===== config.mk =====
export PLATFORM = sky130hd
export DESIGN_NAME = ps_cfg_seq
export DESIGN_NICKNAME = d
export VERILOG_FILES = /design/src/rtl/ps_cfg_pkg.sv /design/src/rtl/ps_cfg_sync.sv /design/src/rtl/ps_cfg_timer.sv /design/src/rtl/ps_cfg_shift.sv /design/src/rtl/ps_cfg_seq.sv
export SDC_FILE = /design/constraint.sdc
export NUM_CORES = 1
export LEC_CHECK = 0
export BUFFER_PORTS_ARGS = -buffer_cell sky130_fd_sc_hd__buf_2
export CAP_MARGIN = 20
export CELL_PAD_IN_SITES_DETAIL_PLACEMENT = 1
export CELL_PAD_IN_SITES_GLOBAL_PLACEMENT = 2
export CORE_MARGIN = 3
export CORE_UTILIZATION = 39
export CTS_CLUSTER_SIZE = 40
export DETAILED_ROUTE_END_ITERATION = 10
export PLACE_DENSITY_LB_ADDON = 0.05
export SKIP_CTS_REPAIR_TIMING = 1
export SLEW_MARGIN = 20
export SYNTH_ARGS = -nofsm -noshare
export SYNTH_HDL_FRONTEND = slang
export SYNTH_HIERARCHICAL = 1
export SYNTH_SLANG_ARGS = --single-unit

===== constraint.sdc =====
create_clock -name clk -period 6.9 [get_ports clk]
set_clock_uncertainty 0.15 [all_clocks]
set_input_delay 0.69 -clock clk [delete_from_list [all_inputs] [get_ports clk]]
set_output_delay 0.69 -clock clk [all_outputs]
set_load 0.02 [all_outputs]

===== src/rtl/ps_cfg_pkg.sv =====
package ps_cfg_pkg;

  typedef enum logic [2:0] {
    ERR_NONE      = 3'd0,
    ERR_NO_RESET  = 3'd1,
    ERR_NOT_READY = 3'd2,
    ERR_STATUS    = 3'd3,
    ERR_DONE_LOW  = 3'd4
  } err_e;

  typedef enum logic [2:0] {
    ST_IDLE,
    ST_PULSE,
    ST_POLL,
    ST_HOLD,
    ST_STREAM,
    ST_CHECK,
    ST_TAIL
  } st_e;

  function automatic int unsigned ceil_div(input int unsigned a, input int unsigned b);
    return (a + b - 1) / b;
  endfunction

  function automatic int unsigned max2(input int unsigned a, input int unsigned b);
    return (a > b) ? a : b;
  endfunction

endpackage


===== src/rtl/ps_cfg_sync.sv =====
module ps_cfg_sync #(
  parameter int W = 2,
  parameter logic [W-1:0] RST_VAL = '0
) (
  input  logic         clk,
  input  logic         rst,
  input  logic [W-1:0] d,
  output logic [W-1:0] q
);

  for (genvar i = 0; i < W; i++) begin : g_bit
    logic s1, s2;
    always_ff @(posedge clk) begin
      if (rst) begin
        s1 <= RST_VAL[i];
        s2 <= RST_VAL[i];
      end else begin
        s1 <= d[i];
        s2 <= s1;
      end
    end
    assign q[i] = s2;
  end

endmodule


===== src/rtl/ps_cfg_timer.sv =====
module ps_cfg_timer #(
  parameter int TW = 16
) (
  input  logic          clk,
  input  logic          rst,
  input  logic          load,
  input  logic [TW-1:0] val,
  output logic          expired
);

  logic [TW-1:0] cnt;

  always_ff @(posedge clk) begin
    if (rst)              cnt <= '0;
    else if (load)        cnt <= val;
    else if (cnt != '0)   cnt <= cnt - 1'b1;
  end

  assign expired = (cnt == '0);

endmodule


===== src/rtl/ps_cfg_shift.sv =====
module ps_cfg_shift #(
  parameter int DIV = 2
) (
  input  logic       clk,
  input  logic       rst,
  input  logic       load,
  input  logic [7:0] byte_in,
  input  logic       msb_first,
  output logic       busy,
  output logic       done_p,
  output logic       dclk,
  output logic       data
);

  localparam int DW = (DIV > 1) ? $clog2(DIV) : 1;
  localparam logic [DW-1:0] HALF_LAST = DW'(DIV - 1);

  logic [7:0]    sreg;
  logic          msbf;
  logic [2:0]    bits;
  logic [DW-1:0] cnt;

  always_ff @(posedge clk) begin
    if (rst) begin
      sreg   <= '0;
      msbf   <= 1'b0;
      bits   <= '0;
      cnt    <= '0;
      busy   <= 1'b0;
      done_p <= 1'b0;
      dclk   <= 1'b0;
      data   <= 1'b0;
    end else begin
      done_p <= 1'b0;
      if (!busy) begin
        if (load) begin
          sreg <= byte_in;
          msbf <= msb_first;
          data <= msb_first ? byte_in[7] : byte_in[0];
          bits <= '0;
          cnt  <= '0;
          busy <= 1'b1;
        end
      end else if (cnt == HALF_LAST) begin
        cnt <= '0;
        if (!dclk) begin
          dclk <= 1'b1;
        end else begin
          dclk <= 1'b0;
          if (bits == 3'd7) begin
            busy   <= 1'b0;
            done_p <= 1'b1;
            data   <= 1'b0;
          end else begin
            bits <= bits + 1'b1;
            if (msbf) begin
              sreg <= {sreg[6:0], 1'b0};
              data <= sreg[6];
            end else begin
              sreg <= {1'b0, sreg[7:1]};
              data <= sreg[1];
            end
          end
        end
      end else begin
        cnt <= cnt + 1'b1;
      end
    end
  end

  AST_DATA_STABLE_RISE: assert property (@(posedge clk) disable iff (rst)
    $rose(dclk) |-> $stable(data)) else $error("data moved at dclk rise");

  AST_DATA_MOVES_ON_FALL: assert property (@(posedge clk) disable iff (rst)
    ($past(busy) && busy && (data != $past(data))) |-> $fell(dclk))
    else $error("data moved away from falling edge");

endmodule


===== src/rtl/ps_cfg_seq.sv =====
module ps_cfg_seq
  import ps_cfg_pkg::*;
#(
  parameter int CYC_PER_US   = 50,
  parameter int T_CFG_US     = 2,
  parameter int T_STAT_US    = 268,
  parameter int WAIT_DEF_US  = 1506,
  parameter int WAIT_EXT_US  = 3000,
  parameter int ST2CK_DEF_US = 2,
  parameter int ST2CK_EXT_US = 10,
  parameter int DIV          = 2
) (
  input  logic       clk,
  input  logic       rst,
  input  logic       start,
  input  logic       ext_profile,
  input  logic       pre_rev,
  input  logic       confd_en,
  input  logic       stat_n,
  input  logic       conf_done,
  input  logic [7:0] s_tdata,
  input  logic       s_tvalid,
  input  logic       s_tlast,
  output logic       s_tready,
  output logic       cfg_n,
  output logic       dclk,
  output logic       data0,
  output logic       busy,
  output logic       done,
  output logic       err,
  output logic [2:0] err_code
);

  localparam int C_CFG     = T_CFG_US * CYC_PER_US;
  localparam int C_STAT    = T_STAT_US * CYC_PER_US;
  localparam int C_ST2_DEF = ST2CK_DEF_US * CYC_PER_US;
  localparam int C_ST2_EXT = ST2CK_EXT_US * CYC_PER_US;
  localparam int NP_DEF    = ceil_div(WAIT_DEF_US, T_STAT_US);
  localparam int NP_EXT    = ceil_div(WAIT_EXT_US, T_STAT_US);
  localparam int NP_MAX    = max2(NP_DEF, NP_EXT);
  localparam int PW        = $clog2(NP_MAX + 1);
  localparam int C_MAX     = max2(max2(C_CFG, C_STAT), max2(C_ST2_DEF, C_ST2_EXT));
  localparam int TW        = $clog2(C_MAX + 1);

  st_e          st;
  logic         ext_q, rev_q, cden_q, last_q;
  logic [PW-1:0] poll_q;
  logic         done_q, err_q, cfg_n_q;
  err_e         code_q;

  logic [1:0]   sync_q;
  logic         stat_s, cd_s;
  logic         tm_load, tm_exp;
  logic [TW-1:0] tm_val;
  logic         sh_load, sh_busy, sh_done;
  logic [7:0]   sh_byte;
  logic         last_poll, end_ok;

  ps_cfg_sync #(.W(2), .RST_VAL(2'b01)) u_sync (
    .clk(clk), .rst(rst), .d({conf_done, stat_n}), .q(sync_q)
  );
  assign stat_s = sync_q[0];
  assign cd_s   = sync_q[1];

  ps_cfg_timer #(.TW(TW)) u_timer (
    .clk(clk), .rst(rst), .load(tm_load), .val(tm_val), .expired(tm_exp)
  );

  ps_cfg_shift #(.DIV(DIV)) u_shift (
    .clk(clk), .rst(rst), .load(sh_load), .byte_in(sh_byte), .msb_first(rev_q),
    .busy(sh_busy), .done_p(sh_done), .dclk(dclk), .data(data0)
  );

  assign last_poll = ext_q ? (poll_q == PW'(NP_EXT - 1)) : (poll_q == PW'(NP_DEF - 1));
  assign end_ok    = stat_s && (!cden_q || cd_s);
  assign s_tready  = (st == ST_STREAM) && !sh_busy && !last_q;

  always_comb begin
    tm_load = 1'b0;
    tm_val  = '0;
    sh_load = 1'b0;
    sh_byte = 8'h00;
    case (st)
      ST_IDLE: if (start) begin
        tm_load = 1'b1;
        tm_val  = TW'(C_CFG - 1);
      end
      ST_PULSE: if (tm_exp && !stat_s) begin
        tm_load = 1'b1;
        tm_val  = TW'(C_STAT - 1);
      end
      ST_POLL: if (tm_exp) begin
        if (stat_s) begin
          tm_load = 1'b1;
          tm_val  = ext_q ? TW'(C_ST2_EXT - 1) : TW'(C_ST2_DEF - 1);
        end else if (!last_poll) begin
          tm_load = 1'b1;
          tm_val  = TW'(C_STAT - 1);
        end
      end
      ST_STREAM: begin
        sh_load = s_tvalid && s_tready;
        sh_byte = s_tdata;
      end
      ST_CHECK: sh_load = end_ok;
      default: ;
    endcase
  end

  always_ff @(posedge clk) begin
    if (rst) begin
      st      <= ST_IDLE;
      ext_q   <= 1'b0;
      rev_q   <= 1'b0;
      cden_q  <= 1'b0;
      last_q  <= 1'b0;
      poll_q  <= '0;
      done_q  <= 1'b0;
      err_q   <= 1'b0;
      code_q  <= ERR_NONE;
      cfg_n_q <= 1'b1;
    end else begin
      case (st)
        ST_IDLE: if (start) begin
          ext_q   <= ext_profile;
          rev_q   <= pre_rev;
          cden_q  <= confd_en;
          last_q  <= 1'b0;
          poll_q  <= '0;
          done_q  <= 1'b0;
          err_q   <= 1'b0;
          code_q  <= ERR_NONE;
          cfg_n_q <= 1'b0;
          st      <= ST_PULSE;
        end
        ST_PULSE: if (tm_exp) begin
          cfg_n_q <= 1'b1;
          if (stat_s) begin
            err_q  <= 1'b1;
            code_q <= ERR_NO_RESET;
            st     <= ST_IDLE;
          end else begin
            st <= ST_POLL;
          end
        end
        ST_POLL: if (tm_exp) begin
          if (stat_s) begin
            st <= ST_HOLD;
          end else if (last_poll) begin
            err_q  <= 1'b1;
            code_q <= ERR_NOT_READY;
            st     <= ST_IDLE;
          end else begin
            poll_q <= poll_q + 1'b1;
          end
        end
        ST_HOLD: if (tm_exp) st <= ST_STREAM;
        ST_STREAM: begin
          if (sh_load && s_tlast) last_q <= 1'b1;
          if (sh_done && last_q) st <= ST_CHECK;
        end
        ST_CHECK: begin
          if (!stat_s) begin
            err_q  <= 1'b1;
            code_q <= ERR_STATUS;
            st     <= ST_IDLE;
          end else if (cden_q && !cd_s) begin
            err_q  <= 1'b1;
            code_q <= ERR_DONE_LOW;
            st     <= ST_IDLE;
          end else begin
            st <= ST_TAIL;
          end
        end
        ST_TAIL: if (sh_done) begin
          done_q <= 1'b1;
          st     <= ST_IDLE;
        end
        default: st <= ST_IDLE;
      endcase
    end
  end

  assign cfg_n    = cfg_n_q;
  assign busy     = (st != ST_IDLE);
  assign done     = done_q;
  assign err      = err_q;
  assign err_code = code_q;

  AST_NO_CLK_IN_PULSE: assert property (@(posedge clk) disable iff (rst)
    !cfg_n |-> !dclk) else $error("serial clock during reset pulse");

  AST_ERR_HAS_CODE: assert property (@(posedge clk) disable iff (rst)
    err |-> (err_code != 3'd0)) else $error("error without code");

  AST_READY_AFTER_RELEASE: assert property (@(posedge clk) disable iff (rst)
    s_tready |-> (cfg_n && !dclk)) else $error("ready outside streaming");

  AST_TAIL_ZERO: assert property (@(posedge clk) disable iff (rst)
    ((st == ST_TAIL) && dclk) |-> !data0) else $error("trailer bit not zero");

  AST_DONE_ERR_EXCL: assert property (@(posedge clk) disable iff (rst)
    !(done && err)) else $error("done and err together");

  AST_RESULT_HELD: assert property (@(posedge clk) disable iff (rst)
    ((done || err) && !start) |=> ($stable(done) && $stable(err)))
    else $error("result not held");

endmodule


==> impl_metrics.tcl, run 1 <==
set metrics [dict create \
    crit_slowest_cell "nand4_1" \
    nets 387 \
    final.fill_count 907 \
    cpPeakStageDelay_ns 0.46 \
    dieArea_mm2 0.008713 \
    place_congestion 0.8497 \
    numCtsBuffers 5 \
    powerDensity_mw_per_mm2 361.2 \
    hold_violations 0 \
    crit_family "simple AND/OR/NAND/NOR gates" \
    antenna_found_initial 0 \
    grt_max_degree 50 \
    start_kind "flop" \
    worst_ep_required_time_ns 6.98 \
    worst-path-buf-inv 3 \
    fin_crit_ns 3.295 \
    yosysUniqueCellTypes 73 \
    path_clk_slew_ns 0.10 \
    drv_slew 0 \
    start_util 0.4059 \
    area_growth_pct 7.023 \
    post-route-drc-count 0 \
    overflow 0 \
    worstPathMaxFanout 27 \
    ios 28 \
    drt_iter0_drc 56 \
    drive_above_1_share 0.1503 \
    critical_path_class "reg -> reg" \
    n_antenna_cell 0 \
    grt_pass1_wl_um 11950 \
    fin_tns_setup_ns 0 \
    critPathCaptureType "flop" \
    yosys-top-cells-area "dfxtp_1, a21oi_1, nor2_1, mux2i_1, nand2_1" \
    insertion_delay_ns 0.30 \
    htreeDepth 2 \
    cts.sink_count 52 \
    post-place-cells 457 \
    tightest_slew_ns 0.9556 \
    clk_path_buf_depth 2 \
    netlist_area_mm2 0.002975 \
    avgViaCountPerCell 5.499 \
    crit_chain "inv_1 -> ha_1 -> nor4b_4 -> nand4_1 -> inv_1 -> nor2b_1 -> o21ai_0 -> o21ai_1 -> buf_4 -> nor2b_1 -> nand2_1 -> o21ai_0" \
    max_freq_mhz 303.5 \
    syn_area_per_cell_um2 8.550 \
    grt_pass1_vias 2546 \
    ys.flop_type "dfxtp_1" \
    synth.top_cell.area_share 0.3499 \
    grt_use_total 0.1685 \
    wl_per_cell_um 15.07 \
    placeableCoreArea_mm2 0.007331 \
    yosys_warnings 6 \
    yosysTopAreaCell "dfxtp_1" \
    wl_um 7009 \
    portBuffers 27 \
    finalCritPeriodShare 0.4775 \
    syn_inst 348 \
    total_leakage_power_uw 0.001188 \
    die_height_um 93.35 \
    cts_root_buffer "clkbuf_8" \
    vias 2557 \
    async_flop_share 0 \
    ir_drop_v 0.0001611 \
    ant_nets 0 \
    outcome "completed" \
    crit_arrival_ns 3.37 \
    die_width_um 93.35 \
    final_cell_count_no_fill 465 \
    synth_enable_flop_cells 0 \
    relSlewSlack 0.3629 \
    cts_tree "built" \
    fp-row-count 31 \
    seq_area_frac_synth 0.3499 \
    dp_hpwl_um 5035 \
    setup_viol 0 \
    synth-seq-cells 52 \
    hp-class "reg -> reg" \
    drv_cap 0 \
    firstDrtPassIters 4 \
    rsz0062_at_grt "false" \
]
==> area by class of cell <==
class	count	area, µm²	share of cell area
Clock buffer	8	90.09	0.02829
Inverter	13	48.80	0.01532
Multi-Input combinational cell	265	1738	0.5458
Sequential cell	52	1041	0.3269
Tap cell	99	123.9	0.03890
Timing Repair Buffer	28	142.6	0.04479
==> final timing paths <==
path,start,end,slack (ns),cells past startpoint
setup / recovery,u_timer/cnt[0],u_timer/cnt[10],3.61,12
hold / removal,u_sync/g_bit[0].s1,u_sync/g_bit[0].s2,0.29,1
setup reg to reg,u_timer/cnt[0],u_timer/cnt[10],3.61,12
hold reg to reg,u_sync/g_bit[0].s1,u_sync/g_bit[0].s2,0.29,1
==> sequential cells by signal (all words and copies together), names as in the netlist <==
| signal | flops |
|---|---|
| u_sync/g_bit.s1 | 2 |
| cfg_n | 1 |
| err_code | 3 |
| done | 1 |
| u_sync/g_bit.s2 | 2 |
| poll_q | 4 |
| u_shift/busy | 1 |
| u_timer/cnt | 14 |
| u_shift/data | 1 |
| cden_q | 1 |
| u_shift/done_p | 1 |
| u_shift/msbf | 1 |
| ext_q | 1 |
| rev_q | 1 |
| st | 3 |
| u_shift/sreg | 8 |
| err | 1 |
| u_shift/cnt | 1 |
| last_q | 1 |
| u_shift/bits | 3 |
| u_shift/dclk | 1 |
==> layout by cell type, fill, tap and decap left out, types with 5 or more instances in the layout <==
cell type  count
a21oi_1       29
a221o_1        7
and2_1         8
buf_2         27
clkbuf_8       6
dfxtp_1       52
inv_1         12
mux2i_1       11
nand2_1       28
nand2b_1       8
nand3_1       17
nor2_1        36
nor2b_1        7
nor3_1        15
o21ai_0        8
or3_1          7
xor2_1         5
==> through the flow <==
stage	hold slack (ns)	setup WS [ns]	instance area, µm²	total power, µW	util
global route	0.3273	3.196	3184	1258	0.4344
CTS	0.2970	3.601	3184	1166	0.4344
global placement	0.2512	3.761	3094	978.0	0.4221
detailed placement	0.2733	3.654	3094	978.8	0.4221
finish	0.2883	3.605	3184	1150	0.4344
floorplan	0.2332	4.009	2983	868.3	-
==> cell usage after synthesis, types with 4 or more instances <==
master and count:
nand3_1 17, dfxtp_1 52, inv_1 12, buf_2 4
or3_1 7, nor2b_1 7, a221o_1 7, a21oi_1 29
nand2_1 28, mux2i_1 11, buf_4 6, ha_1 4
o21ai_0 9, nor2_1 36, a221oi_1 4, and2_1 8
clkbuf_1 4, nor3_1 15, xor2_1 5, nand2b_1 8
==> routing by layer <==
metal  GRT usage  routed length (µm)  share of wire
met5           0                   0              0
met4     0.04274                  52         0.0074
met3     0.03057                 178          0.025
met2      0.2799                3286           0.47
met1      0.2251                3491           0.50
==> power by group <==
group | switching [µW] | internal [µW]
clock network | 98.2 | 82.2
logic | 288 | 216
registers | 103 | 363
==> cells by family (layout without fill, tap and decap cells) <==
logic type	after synthesis	count (layout)	synth area share
compound gates	80	80	0.1922
xor+xnor	6	6	0.01766
fa+ha+maj	4	4	0.01682
buf+inv	33	49	0.06854
flops	52	52	0.3499
mux	12	12	0.04079
other cells	1	3	0.001260
simple gates	160	160	0.3129
Note: power is estimated with default switching activity, not from simulation.
==> run 2: changes to the inputs <==
- CORE_UTILIZATION: 39 -> 33
- clock period: 6.9 -> 2.9 ns (I/O delays scaled with it)
==> impl_metrics.tcl, run 2 (synthesis results as in run 1) <==
set metrics [dict create \
    start_kind "flop" \
    ant_nets 0 \
    start_util 0.3412 \
    insertion_delay_ns 0.31 \
    top_register "u_timer/cnt" \
    clkPwrFrac 0.200 \
    drt_iter0_drc 57 \
    fin_tns_setup_ns 0 \
    finalCritPeriodShare 0.8946 \
    worst_slack_ns 0.3058 \
    pwr-share-comb 0.455 \
    place_ws_ns 0.3087 \
    clk_path_buf_depth 2 \
    cts.sink_count 52 \
    nets 404 \
    placeableCoreArea_mm2 0.008721 \
    post-route-drc-count 0 \
    outcome "completed" \
    grt_pass1_vias 2594 \
    rsz0062_at_grt "false" \
    power_uw 3054 \
    max_freq_mhz 385.5 \
    grt_pass1_wl_um 13320 \
    setup_viol 0 \
    ff_latch_area_mm2 0.001041 \
    firstDrtPassIters 4 \
    die_width_um 101.0 \
    intPower_uw 1817 \
    n_antenna_cell 0 \
    power.share.switching 0.4051 \
    wl_per_cell_um 16.00 \
    placed_area_mm2 0.003226 \
    crit_slowest_cell "dfxtp_1" \
    overflow 0 \
    cp_common_cell "inv_1" \
    tightest_slew_ns 0.9615 \
    grt_use_total 0.1596 \
    fin_crit_ns 2.594 \
    drive_above_1_share 0.1906 \
    top_regs "u_timer/cnt: 14 flops, u_shift/sreg: 8 flops, poll_q: 4 flops" \
    path_clk_slew_ns 0.10 \
    cpPeakStageDelay_ns 0.37 \
    final_common_cell "dfxtp_1" \
    worst_ep_required_time_ns 2.96 \
    htreeDepth 2 \
    hold_violations 0 \
    cts_root_buffer "clkbuf_8" \
    final_area_mm2 0.003373 \
    ios 28 \
    ir_drop_v 0.0003195 \
    p_switching_uw 1237 \
    wl_um 7856 \
    final_cell_mix "dfxtp_1, nor2_1, a21oi_1" \
    grt_max_degree 50 \
    final.fill_count 1071 \
    die_height_um 101.0 \
    cts_tree "built" \
    crit_arrival_ns 2.65 \
    critPathCaptureType "flop" \
    worstPathMaxFanout 20 \
    dieArea_mm2 0.01019 \
    avgViaCountPerCell 5.350 \
    critical_path_class "reg -> reg" \
    drv_cap 0 \
    pwr-share-seq 0.345 \
    multi_input_area_mm2 0.001738 \
    dp_hpwl_um 5718 \
    total_leakage_power_uw 0.001296 \
    place_congestion 0.7753 \
    hp-class "in -> reg" \
    portBuffers 27 \
    powerDensity_mw_per_mm2 905.4 \
    vias 2627 \
    drv_slew 0 \
    area_growth_pct 13.37 \
    relSlewSlack 0.3590 \
    fp-row-count 34 \
    antenna_found_initial 0 \
    post-route-util 0.3868 \
    crit_chain "inv_1 -> ha_1 -> nor4b_4 -> nand4_1 -> inv_1 -> nor2b_1 -> o21ai_0 -> o21ai_1 -> buf_4 -> a21oi_1 -> a221oi_1" \
    largest_register_ffs 14 \
    numCtsBuffers 5 \
]
==> run 2: changes by cell type in the layout (fill, tap and decap cells not counted) <==
| cell | previous run | this run |
|---|---|---|
| inv_6 | 0 | 1 |
| buf_4 | 1 | 17 |
| dlygate4sd3_1 | 0 | 1 |
| bufinv_16 | 0 | 2 |
| clkbuf_1 | 2 | 0 |
| clkbuf_8 | 6 | 5 |
==> run 2: per-layer routing <==
layer  global-route usage  up-vias  routed length (µm)
li1                     -     1325                   -
met1               0.2267     1276                3986
met2               0.2582       20                3647
met3              0.02284        6                 155
met4              0.03067        0                  67
met5                    0        -                   0
==> run 2: cell type report <==
type / count / share of cell area
well taps: 108 / 0.04006
flip-flops and latches: 52 / 0.3086
repair buffers: 45 / 0.08086
clock buffers: 5 / 0.02040
multi-input cells: 265 / 0.5152
inverters: 13 / 0.01447
clock inverters: 3 / 0.02040
==> run 2: final timing paths <==
path | startpoint | endpoint | slack (ns) | cells after the start
worst max register to register | u_timer/cnt[0] | u_timer/cnt[6] | 0.31 | 11
worst min register to register | u_sync/g_bit[0].s1 | u_sync/g_bit[0].s2 | 0.27 | 1
worst min-delay path | conf_done | u_sync/g_bit[1].s1 | 0.04 | 2
worst max-delay path | u_timer/cnt[0] | u_timer/cnt[6] | 0.31 | 11
==> run 2: power groups by stage <==
stage	Sequential, µW	Clock (µW)	Combinational (µW)
after floorplan	1040	0	1020
after global routing	1090	655	1560
after CTS	1060	631	1410
final	1050	610	1390
after global placement	1070	0	1390
after detailed placement	1070	0	1400
==> run 2: metrics by stage <==
stage                     std cells  hold slack, ns
after floorplan                 350          0.2116
after global placement          482          0.2410
after detailed placement        482          0.2401
after CTS                       490        0.001076
after global routing            491         0.05381
final                           491         0.03861
==> run 2: worst max-delay path: cells and delay by family (launching register included) <==
family                   cells  cell delay [ns]
AO/OA/AOI/OAI                4             0.66
AND/OR/NAND/NOR              3             0.57
adder cells (fa/ha/maj)      1             0.21
flip-flops                   1             0.37
buffers and inverters        3             0.54
==> run 3: changes to the inputs <==
- CORE_UTILIZATION: 33 -> 32
- SYNTH_HIERARCHICAL: 1 -> default
==> impl_metrics.tcl, run 3 <==
set metrics [dict create \
    grt_max_degree 42 \
    pwr-share-comb 0.438 \
    ir_drop_v 0.0002289 \
    tightest_slew_ns 0.6164 \
    pwr-share-seq 0.368 \
    routed.top_layer "met4" \
    cts_tree "built" \
    start_kind "flop" \
    seq_area_frac_synth 0.3765 \
    clkPwrFrac 0.194 \
    syn_area_per_cell_um2 8.230 \
    r2r_slack_ns 0.48 \
    intPower_uw 1602 \
    grt_use_total 0.1706 \
    die_width_um 98.96 \
    relSlewSlack 0.5832 \
    avgViaCountPerCell 5.546 \
    crit_path_start "u_timer.cnt[4]" \
    worstPathMaxFanout 11 \
    syn_inst 336 \
    wl_met1_um 3787 \
    firstDrtPassIters 4 \
    die_height_um 98.96 \
    power.share.switching 0.4040 \
    synth.top_cell.area_share 0.3765 \
    r2r-end "poll_q[3]" \
    post-route-drc-count 0 \
    critPathCaptureType "flop" \
    top_regs "u_timer.cnt: 14 flops, u_shift.sreg: 8 flops, poll_q: 4 flops" \
    worst_slack_ns 0.4819 \
    worst_ep_required_time_ns 3.00 \
    reg2regPathDepth 6 \
    total_leakage_power_uw 0.001137 \
    drv_slew 0 \
    crit_arrival_ns 2.52 \
    drive_above_1_share 0.1758 \
    final.fill_count 1027 \
    nets 386 \
    top_register "u_timer.cnt" \
    r2r-start "u_timer.cnt[4]" \
    syn_nets 359 \
    fin_tns_setup_ns 0 \
    synth-seq-cells 52 \
    path_clk_slew_ns 0.11 \
    start_util 0.3332 \
    synthTopCellsByCount "dfxtp_1, a21oi_1, nor2_1" \
    p_switching_uw 1086 \
    setup_viol 0 \
    cts_root_buffer "clkbuf_8" \
    final_common_cell "dfxtp_1" \
    insertion_delay_ns 0.31 \
    rsz0062_at_grt "false" \
    yosys-top-cells-area "dfxtp_1, a21oi_1, nor2_1, o21ai_0, a211oi_1" \
    portBuffers 27 \
    max_freq_mhz 413.5 \
    cts.sink_count 52 \
    async_flop_share 0 \
    htreeDepth 2 \
    final_area_mm2 0.003156 \
    hp-class "in -> reg" \
    synth_enable_flop_cells 0 \
    antenna_found_initial 0 \
    fp-row-count 33 \
    outcome "completed" \
    numCtsBuffers 5 \
    n_antenna_cell 0 \
    ant_nets 0 \
    wl_per_cell_um 16.99 \
    largest_register_ffs 14 \
    ys.flop_type "dfxtp_1" \
    drv_cap 0 \
    yosysTopAreaCell "dfxtp_1" \
    fin_crit_ns 2.418 \
    yosysMostFrequentCell "dfxtp_1" \
    hold_violations 0 \
    final_cell_mix "dfxtp_1, a21oi_1, nor2_1" \
    cp-endpoint "poll_q[3]" \
    netlist_area_mm2 0.002765 \
    powerDensity_mw_per_mm2 851.9 \
    dr_wl_met3_um 266 \
    clk_path_buf_depth 2 \
    vias 2601 \
    placeableCoreArea_mm2 0.008299 \
    dieArea_mm2 0.009792 \
    wl_met2_um 3747 \
    drt_iter0_drc 85 \
    ios 28 \
    yosys_warnings 0 \
    finalCritPeriodShare 0.8338 \
    place_congestion 0.7881 \
    dp_hpwl_um 5652 \
    critical_path_class "reg -> reg" \
    area_growth_pct 14.12 \
    placed_area_mm2 0.003034 \
    grt_pass1_vias 2617 \
    overflow 0 \
    place_ws_ns 0.4965 \
    wl_um 7968 \
    yosysUniqueCellTypes 58 \
    grt_pass1_wl_um 13560 \
]
-- run 3: cell types whose count changed in the layout (fill, tap and decap cells not counted), moves of 5 or more --
| cell | before | now |
|---|---|---|
| inv_1 | 12 | 7 |
| a21oi_1 | 29 | 39 |
| nand3_1 | 17 | 9 |
| a211oi_1 | 3 | 12 |
| a221o_1 | 7 | 0 |
| o21ai_0 | 8 | 18 |
| xnor2_1 | 1 | 8 |
| and2_1 | 8 | 1 |
| nand2_1 | 28 | 19 |
-- run 3: worst max-delay path: stages, from the launching register on --
cell and delay, ns:
dfxtp_1 0.36, or4_1 0.69, nor4_4 0.28, buf_4 0.23, a21oi_2 0.10, or4_1 0.40
a21oi_1 0.14
-- run 3: worst min path at each step --
stage                            start                  to  depth (start not counted)
CTS                             stat_n  u_sync.g_bit[0].s1                          2
global route                  confd_en              cden_q                          3
finish                       conf_done  u_sync.g_bit[1].s1                          2
global placement    u_sync.g_bit[0].s1  u_sync.g_bit[0].s2                          1
floorplan           u_sync.g_bit[0].s1  u_sync.g_bit[0].s2                          1
detailed placement  u_sync.g_bit[0].s1  u_sync.g_bit[0].s2                          1
-- run 3: area by class of cell --
class	instances	area, µm²	share of cell area
Multi-Input combinational cell	255	1599	0.5067
Sequential cell	52	1041	0.3299
Timing Repair Buffer	41	242.7	0.07692
Tap cell	105	131.4	0.04163
Clock buffer	5	68.82	0.02181
Clock inverter	3	42.54	0.01348
Inverter	8	30.03	0.009516
-- run 3: power by group through the flow --
stage                     sequential [µW]  combinational [µW]  clock, µW
after global placement               1000                1180          0
final                                 990                1180        521
after CTS                             992                1190        543
after global routing                 1020                1330        569
after floorplan                       979                 895          0
after detailed placement             1010                1180          0
-- run 3: logic make-up after synthesis --
logic type / synth area share
DFF: 0.3765
buffers and inverters: 0.04525
xor gates and xnor gates: 0.03801
AOI/OAI and AO/OA: 0.2339
adders and majority gates: 0.02262
and+or+nand+nor: 0.2466
muxes: 0.03710
-- run 3: layer usage --
metal | vias to the layer above | GRT usage
li1 | 1282 | -
met1 | 1275 | 0.2276
met2 | 35 | 0.2769
met3 | 9 | 0.03397
met4 | 0 | 0.05357
met5 | - | 0
-- run 3: through the flow --
stage | std cells | utilization | hold WS [ns] | power (µW)
floorplan | 336 | - | 0.2395 | 1874
global placement | 460 | 0.3656 | 0.2506 | 2181
detailed placement | 460 | 0.3656 | 0.2527 | 2190
CTS | 468 | 0.3790 | -0.01194 | 2725
global route | 469 | 0.3802 | 0.05621 | 2913
finish | 469 | 0.3802 | 0.05629 | 2688
